File: src/rtl/ide_bridge_pkg.sv
package ide_bridge_pkg;

    typedef enum logic [2:0] {
        ST_IDLE,
        ST_SETUP,
        ST_ACTIVE,
        ST_ACK,
        ST_SKIP
    } cyc_state_e;

endpackage

File: src/rtl/ide_win_decode.sv
module ide_win_decode #(
    parameter int REG_W = 3,
    parameter int LANES = 2
) (
    input  logic             win_sel_n,
    input  logic             cpu_win_a,
    input  logic [REG_W+2:1] cpu_addr,
    input  logic             cpu_rw,
    input  logic [LANES-1:0] cpu_ds_n,
    output logic             hit,
    output logic             dir_ok,
    output logic             is_wr,
    output logic             bank,
    output logic [REG_W-1:0] reg_idx
);
    localparam int ALIAS_BIT = REG_W + 1;
    localparam int BANK_BIT  = REG_W + 2;

    always_comb begin
        hit     = !win_sel_n && cpu_win_a && !(&cpu_ds_n);
        is_wr   = cpu_addr[ALIAS_BIT];
        dir_ok  = (is_wr == !cpu_rw);
        bank    = cpu_addr[BANK_BIT];
        reg_idx = cpu_addr[REG_W:1];
    end

endmodule

File: src/rtl/ide_cycle_fsm.sv
module ide_cycle_fsm
    import ide_bridge_pkg::*;
#(
    parameter int STROBE_CLKS = 3
) (
    input  logic clk,
    input  logic rst_n,
    input  logic hit,
    input  logic dir_ok,
    output logic load,
    output logic cap,
    output logic cs_en,
    output logic stb,
    output logic in_ack,
    output logic in_skip
);
    localparam int CNT_W = (STROBE_CLKS > 1) ? $clog2(STROBE_CLKS) : 1;
    localparam logic [CNT_W-1:0] LAST = CNT_W'(STROBE_CLKS - 1);

    cyc_state_e       state_q, state_d;
    logic [CNT_W-1:0] cnt_q;
    logic             last;

    assign last = (cnt_q == LAST);

    always_comb begin
        state_d = state_q;
        unique case (state_q)
            ST_IDLE:   if (hit) state_d = dir_ok ? ST_SETUP : ST_SKIP;
            ST_SETUP:  state_d = ST_ACTIVE;
            ST_ACTIVE: if (last) state_d = ST_ACK;
            ST_ACK:    if (!hit) state_d = ST_IDLE;
            ST_SKIP:   if (!hit) state_d = ST_IDLE;
            default:   state_d = ST_IDLE;
        endcase
    end

    always_ff @(posedge clk or negedge rst_n) begin
        if (!rst_n) begin
            state_q <= ST_IDLE;
            cnt_q   <= '0;
        end else begin
            state_q <= state_d;
            cnt_q   <= (state_q == ST_ACTIVE) ? cnt_q + 1'b1 : '0;
        end
    end

    always_comb begin
        load    = 1'b0;
        cap     = 1'b0;
        cs_en   = 1'b0;
        stb     = 1'b0;
        in_ack  = 1'b0;
        in_skip = 1'b0;
        unique case (state_q)
            ST_IDLE:   load = hit && dir_ok;
            ST_SETUP:  cs_en = 1'b1;
            ST_ACTIVE: begin
                cs_en = 1'b1;
                stb   = 1'b1;
                cap   = last;
            end
            ST_ACK: begin
                cs_en  = 1'b1;
                in_ack = 1'b1;
            end
            ST_SKIP:   in_skip = 1'b1;
            default:   ;
        endcase
    end

    AST_STROBE_WIDTH: assert property (@(posedge clk) disable iff (!rst_n)
        $fell(stb) |-> ($past(cnt_q) == LAST));
    AST_ACK_AFTER_STROBE: assert property (@(posedge clk) disable iff (!rst_n)
        $rose(in_ack) |-> $past(stb));

endmodule

File: src/rtl/ide_lane_cap.sv
module ide_lane_cap #(
    parameter int LANE_W = 8
) (
    input  logic              clk,
    input  logic              rst_n,
    input  logic              load,
    input  logic              lane_req,
    input  logic              cap,
    input  logic [LANE_W-1:0] din,
    output logic [LANE_W-1:0] dout
);
    logic              en_q;
    logic [LANE_W-1:0] data_q;

    always_ff @(posedge clk or negedge rst_n) begin
        if (!rst_n) begin
            en_q   <= 1'b0;
            data_q <= '0;
        end else begin
            if (load) en_q <= lane_req;
            if (cap)  data_q <= din;
        end
    end

    assign dout = en_q ? data_q : '0;

endmodule

File: src/rtl/ide_window_bridge.sv
module ide_window_bridge #(
    parameter int REG_W       = 3,
    parameter int DATA_W      = 16,
    parameter int LANE_W      = 8,
    parameter int STROBE_CLKS = 3
) (
    input  logic                      clk,
    input  logic                      rst_n,
    input  logic                      win_sel_n,
    input  logic                      cpu_win_a,
    input  logic [REG_W+2:1]          cpu_addr,
    input  logic                      cpu_rw,
    input  logic [DATA_W/LANE_W-1:0]  cpu_ds_n,
    input  logic [DATA_W-1:0]         cpu_din,
    output logic [DATA_W-1:0]         cpu_dout,
    output logic                      cpu_doe,
    output logic                      cpu_dtack_n,
    output logic [REG_W-1:0]          ide_addr,
    output logic                      ide_cs0_n,
    output logic                      ide_cs1_n,
    output logic                      ide_rd_n,
    output logic                      ide_wr_n,
    input  logic [DATA_W-1:0]         ide_din,
    output logic [DATA_W-1:0]         ide_dout,
    output logic                      ide_doe,
    output logic                      ide_rst_n
);
    localparam int LANES = DATA_W / LANE_W;

    logic             hit, dir_ok, is_wr, bank;
    logic [REG_W-1:0] reg_idx;
    logic             load, cap, cs_en, stb, in_ack, in_skip;
    logic [REG_W-1:0] reg_q;
    logic             bank_q, wr_q;
    logic [DATA_W-1:0] wdata_q;
    logic             stb_on;

    ide_win_decode #(.REG_W(REG_W), .LANES(LANES)) u_dec (
        .win_sel_n (win_sel_n),
        .cpu_win_a (cpu_win_a),
        .cpu_addr  (cpu_addr),
        .cpu_rw    (cpu_rw),
        .cpu_ds_n  (cpu_ds_n),
        .hit       (hit),
        .dir_ok    (dir_ok),
        .is_wr     (is_wr),
        .bank      (bank),
        .reg_idx   (reg_idx)
    );

    ide_cycle_fsm #(.STROBE_CLKS(STROBE_CLKS)) u_fsm (
        .clk     (clk),
        .rst_n   (rst_n),
        .hit     (hit),
        .dir_ok  (dir_ok),
        .load    (load),
        .cap     (cap),
        .cs_en   (cs_en),
        .stb     (stb),
        .in_ack  (in_ack),
        .in_skip (in_skip)
    );

    always_ff @(posedge clk or negedge rst_n) begin
        if (!rst_n) begin
            reg_q   <= '0;
            bank_q  <= 1'b0;
            wr_q    <= 1'b0;
            wdata_q <= '0;
        end else if (load) begin
            reg_q   <= reg_idx;
            bank_q  <= bank;
            wr_q    <= is_wr;
            wdata_q <= cpu_din;
        end
    end

    for (genvar g = 0; g < LANES; g++) begin : g_lane
        ide_lane_cap #(.LANE_W(LANE_W)) u_cap (
            .clk      (clk),
            .rst_n    (rst_n),
            .load     (load),
            .lane_req (!cpu_ds_n[g]),
            .cap      (cap),
            .din      (ide_din[g*LANE_W +: LANE_W]),
            .dout     (cpu_dout[g*LANE_W +: LANE_W])
        );
    end

    always_comb begin
        ide_addr    = reg_q;
        ide_cs0_n   = !(cs_en && !bank_q);
        ide_cs1_n   = !(cs_en && bank_q);
        ide_rd_n    = !(stb && !wr_q);
        ide_wr_n    = !(stb && wr_q);
        ide_doe     = cs_en && wr_q;
        ide_dout    = wdata_q;
        cpu_dtack_n = !((in_ack || in_skip) && hit);
        cpu_doe     = in_ack && hit && !wr_q;
        ide_rst_n   = rst_n;
        stb_on      = !ide_rd_n || !ide_wr_n;
    end

    AST_STB_IN_WINDOW: assert property (@(posedge clk) disable iff (!rst_n)
        stb_on |-> (!win_sel_n && cpu_win_a));
    AST_ONE_CS: assert property (@(posedge clk) disable iff (!rst_n)
        ide_cs0_n || ide_cs1_n);
    AST_WR_NEEDS_CPU_WR: assert property (@(posedge clk) disable iff (!rst_n)
        !ide_wr_n |-> !cpu_rw);
    AST_SETUP_BEFORE_STB: assert property (@(posedge clk) disable iff (!rst_n)
        $rose(stb_on) |-> ($stable({ide_addr, ide_cs0_n, ide_cs1_n}) && !(ide_cs0_n && ide_cs1_n)));
    AST_HOLD_AFTER_STB: assert property (@(posedge clk) disable iff (!rst_n)
        !$stable({ide_addr, ide_cs0_n, ide_cs1_n}) |-> (!stb_on && !$past(stb_on)));
    AST_DOE_SELECTED: assert property (@(posedge clk) disable iff (!rst_n)
        cpu_doe |-> (!win_sel_n && cpu_win_a && cpu_rw));
    AST_NO_BUS_FIGHT: assert property (@(posedge clk) disable iff (!rst_n)
        ide_doe |-> ide_rd_n);

endmodule

File: config.mk
export PLATFORM = sky130hd
export DESIGN_NAME = ide_window_bridge
export DESIGN_NICKNAME = d
export VERILOG_FILES = /design/src/rtl/ide_bridge_pkg.sv /design/src/rtl/ide_win_decode.sv /design/src/rtl/ide_cycle_fsm.sv /design/src/rtl/ide_lane_cap.sv /design/src/rtl/ide_window_bridge.sv
export SDC_FILE = /design/constraint.sdc
export NUM_CORES = 1
export LEC_CHECK = 0
export BUFFER_PORTS_ARGS = -buffer_cell sky130_fd_sc_hd__clkbuf_2
export CORE_MARGIN = 4
export CORE_UTILIZATION = 43
export CTS_BUF_LIST = sky130_fd_sc_hd__clkbuf_16
export CTS_CLUSTER_DIAMETER = 120
export DETAILED_ROUTE_END_ITERATION = 7
export PLACE_DENSITY_LB_ADDON = 0.15
export SLEW_MARGIN = 40
export SYNTH_ARGS = -nofsm -noshare
export SYNTH_HDL_FRONTEND = slang
export SYNTH_SLANG_ARGS = --single-unit
File: constraint.sdc
create_clock -name clk -period 1.5 [get_ports clk]
set_clock_uncertainty 0.05 [all_clocks]
set_input_delay 0.15 -clock clk [delete_from_list [all_inputs] [get_ports clk]]
set_output_delay 0.15 -clock clk [all_outputs]
set_load 0.01 [all_outputs]
==> results_dict.tcl <==
set metrics [dict create \
    synthMuxAreaShare_pct 25.5 \
    grt_overflow 0 \
    pwr-share-comb_pct 43.9 \
    ys_ff_latch 44 \
    hold_violations 0 \
    wl_um 4290 \
    nFillCells 387 \
    maxCapViolCount 0 \
    r2r_slack_ns -0.1 \
    crit_fanout 22 \
    syn_nets 194 \
    grt_start_max_net_pins 24 \
    antenna_left 0 \
    rows 25 \
    synth_compound_area_share_pct 2.17 \
    drc 0 \
    root_buffer "clkbuf_16" \
    powerDensity_nw_per_um2 2050 \
    power.total_uw 5840 \
    via_per_inst 4.77 \
    path_clk_slew_ns 0.06 \
    dieArea_um2 6010 \
    grt_antenna_before_repair 0 \
    reg2reg_from "u_fsm.state_q[1]" \
    hold_path_class "input port to flip-flop" \
    synth_edf_count 0 \
    antennaDiodeCount 0 \
    p_sw_share_pct 30.8 \
    yosys.area.top_type_share_pct 52.9 \
    h-tree-depth 2 \
    synth_area_per_cell_um2 14.0 \
    outcome "finished with violations" \
    p_switching_uw 1800 \
    endpoint_kind "flip-flop" \
    synth_area_um2 2080 \
    worstHoldStart "cpu_ds_n[0]" \
    p_seq_share_pct 35.8 \
    cts_buffers 5 \
    yosysSeqAreaShare_pct 52.9 \
    synth_xor_area_share_pct 0.421 \
    slew-limit-headroom_pct 75.6 \
    yosysTopAreaCell "dfrtp_1" \
    port_buffers 86 \
    reg2reg_depth 5 \
    hold_depth 2 \
    routedWlPerCell_um 14.0 \
    setup_viol 41 \
    fin_ws_ns -0.0987 \
    dp_cells 294 \
    globalRouteTotalUtil_pct 15.2 \
    synth.most_common_cell "dfrtp_1" \
    crit_arrival_ns 1.71 \
    fp.dieW_um 77.5 \
    ios 87 \
    synth_commonest_cells "44 x dfrtp_1, 28 x mux2_4, 16 x and2_1, 8 x mux2_2, 8 x nand2_1" \
    dpl.hpwl_um 3230 \
    first_pass_iters 4 \
    core_area_um2 4690 \
    die-height_um 77.5 \
    drt_iter0_markers 38 \
    synth_simple_gate_area_share_pct 13.1 \
    grt_pass1_wl_um 7230 \
    start_util_pct 44.3 \
    rsz0062_at_grt "yes" \
    required_ns 1.61 \
    irDropWorstVdd_uv 1000 \
    fmax_ghz 0.626 \
    pwr-share-clk_pct 20.3 \
    worst_hold_path.endpoint "g_lane[0].u_cap.en_q" \
    nets 297 \
    ys_async_sr_fraction_pct 100 \
    first_global_vias 1500 \
    cts_tree "built" \
    clock_sinks 44 \
    start_kind "flip-flop" \
    instances_no_fill 307 \
    synthAdderAreaFrac_pct 0.602 \
    synth_top_family_by_area "multiplexers" \
    clock_latency_ns 0.28 \
    synth_area_leaders "dfrtp_1 53%, mux2_4 20%, and2_1 4.8%" \
    fin_crit_sh_pct 107 \
    drive_above_1_share_pct 61.3 \
    synth_cell_types 30 \
    yosysWarnings 0 \
    p_int_uw 4040 \
    tightest_slew_ns 0.356 \
    clockBufferDepth 2 \
    finalCriticalPeriod_ns 1.60 \
    synthCells 149 \
    vias 1465 \
    slew_violations 0 \
    critPathKind "flip-flop to flip-flop" \
    ys.flop_type "dfrtp_1" \
    syn_to_final_growth_pct 36.7 \
    r2r_end "ide_dout[12]" \
    violations "setup timing" \
    gp_routability_congestion 0.760 \
    fin_tns_setup_ns -2.82 \
    p_leak_uw 0.00153 \
]
[layout make-up]
cell class | count | area (um2) | share of cell area, %
Multi-Input combinational cell | 89 | 882 | 31.0
Inverter | 7 | 26.3 | 0.924
Clock inverter | 3 | 38.8 | 1.36
Tap cell | 54 | 67.6 | 2.38
Clock buffer | 5 | 125 | 4.40
Timing Repair Buffer | 105 | 599 | 21.1
Sequential cell | 44 | 1100 | 38.8
[kinds of logic (layout without fill, tap and decap cells)]
| group | after synthesis | after routing |
|---|---|---|
| AO/OA/AOI/OAI | 6 | 6 |
| XOR/XNOR | 1 | 1 |
| adder cells (fa/ha/maj) | 1 | 1 |
| buffers and inverters | 16 | 120 |
| flip-flops | 44 | 44 |
| multiplexers | 38 | 38 |
| AND/OR/NAND/NOR | 43 | 43 |
[through the flow]
stage | hold WS (ns) | setup slack, ns | utilization [%] | area, um2
after floorplan | -0.196 | -0.0592 | - | 2080
after global placement | 0.194 | -0.0119 | 55.7 | 2610
after detailed placement | 0.198 | -0.0490 | 55.7 | 2610
after CTS | 0.0253 | -0.113 | 60.2 | 2830
after global routing | 0.0341 | -0.156 | 60.6 | 2840
final | 0.0275 | -0.0987 | 60.6 | 2840
[flip-flops by register name, summed over array words and instances, names as in the netlist]
name / count
bank_q: 1
g_lane.u_cap.data_q: 16
g_lane.u_cap.en_q: 2
ide_addr: 3
ide_dout: 16
u_fsm.cnt_q: 2
u_fsm.state_q: 3
wr_q: 1
[how the worst max path moves through the flow]
stage                      from                   endpoint  slack [ns]  cells after the start
6_report       u_fsm.state_q[1]               ide_dout[12]        -0.1                      5
5_1_grt        u_fsm.state_q[0]                  ide_cs0_n       -0.16                      5
4_1_cts        u_fsm.state_q[0]  g_lane[0].u_cap.data_q[0]       -0.11                      4
3_5_place_dp   u_fsm.state_q[2]  g_lane[0].u_cap.data_q[0]       -0.05                      3
3_3_place_gp   u_fsm.state_q[2]  g_lane[0].u_cap.data_q[0]       -0.01                      3
2_1_floorplan  u_fsm.state_q[0]  g_lane[0].u_cap.data_q[6]       -0.06                      6
[layout by cell type (no fill, tap or decap), drive strengths merged, types with 2 or more instances in the layout]
cell,count
and2,17
buf,20
clkbuf,89
dfrtp,44
inv,8
mux2,36
mux2i,2
nand2,8
nand4,4
nor2,5
nor3,4
[worst max-delay path, stage by stage (launching register included)]
cell	delay [ns]
dfrtp_1	0.38
buf_4	0.15
nor3_4	0.24
nand4_4	0.13
buf_12	0.20
mux2_4	0.31
[layer usage]
| layer | track usage [%] | share of wire, % |
|---|---|---|
| met2 | 23.7 | 48 |
| met4 | 4.27 | 0.72 |
| met3 | 4.99 | 7.0 |
| met5 | 0 | 0 |
| met1 | 20.3 | 44 |
[power by group through the flow]
stage | Combinational [uW] | Sequential [uW] | Clock (uW)
3_5_place_dp | 2420 | 2120 | 0
4_1_cts | 2560 | 2100 | 1220
6_report | 2560 | 2090 | 1190
2_1_floorplan | 1500 | 2140 | 0
3_3_place_gp | 2370 | 2130 | 0
5_1_grt | 2780 | 2190 | 1290
[repair_timing]
item / CTS / global route
setup endpoints to repair: 39 / 43
hold endpoints to repair: 44 / 0
resized for setup: 6 / 4
hold buffers: 1 / 0
buffers inserted: 3 / 1
(Power assumes the default switching activity.)
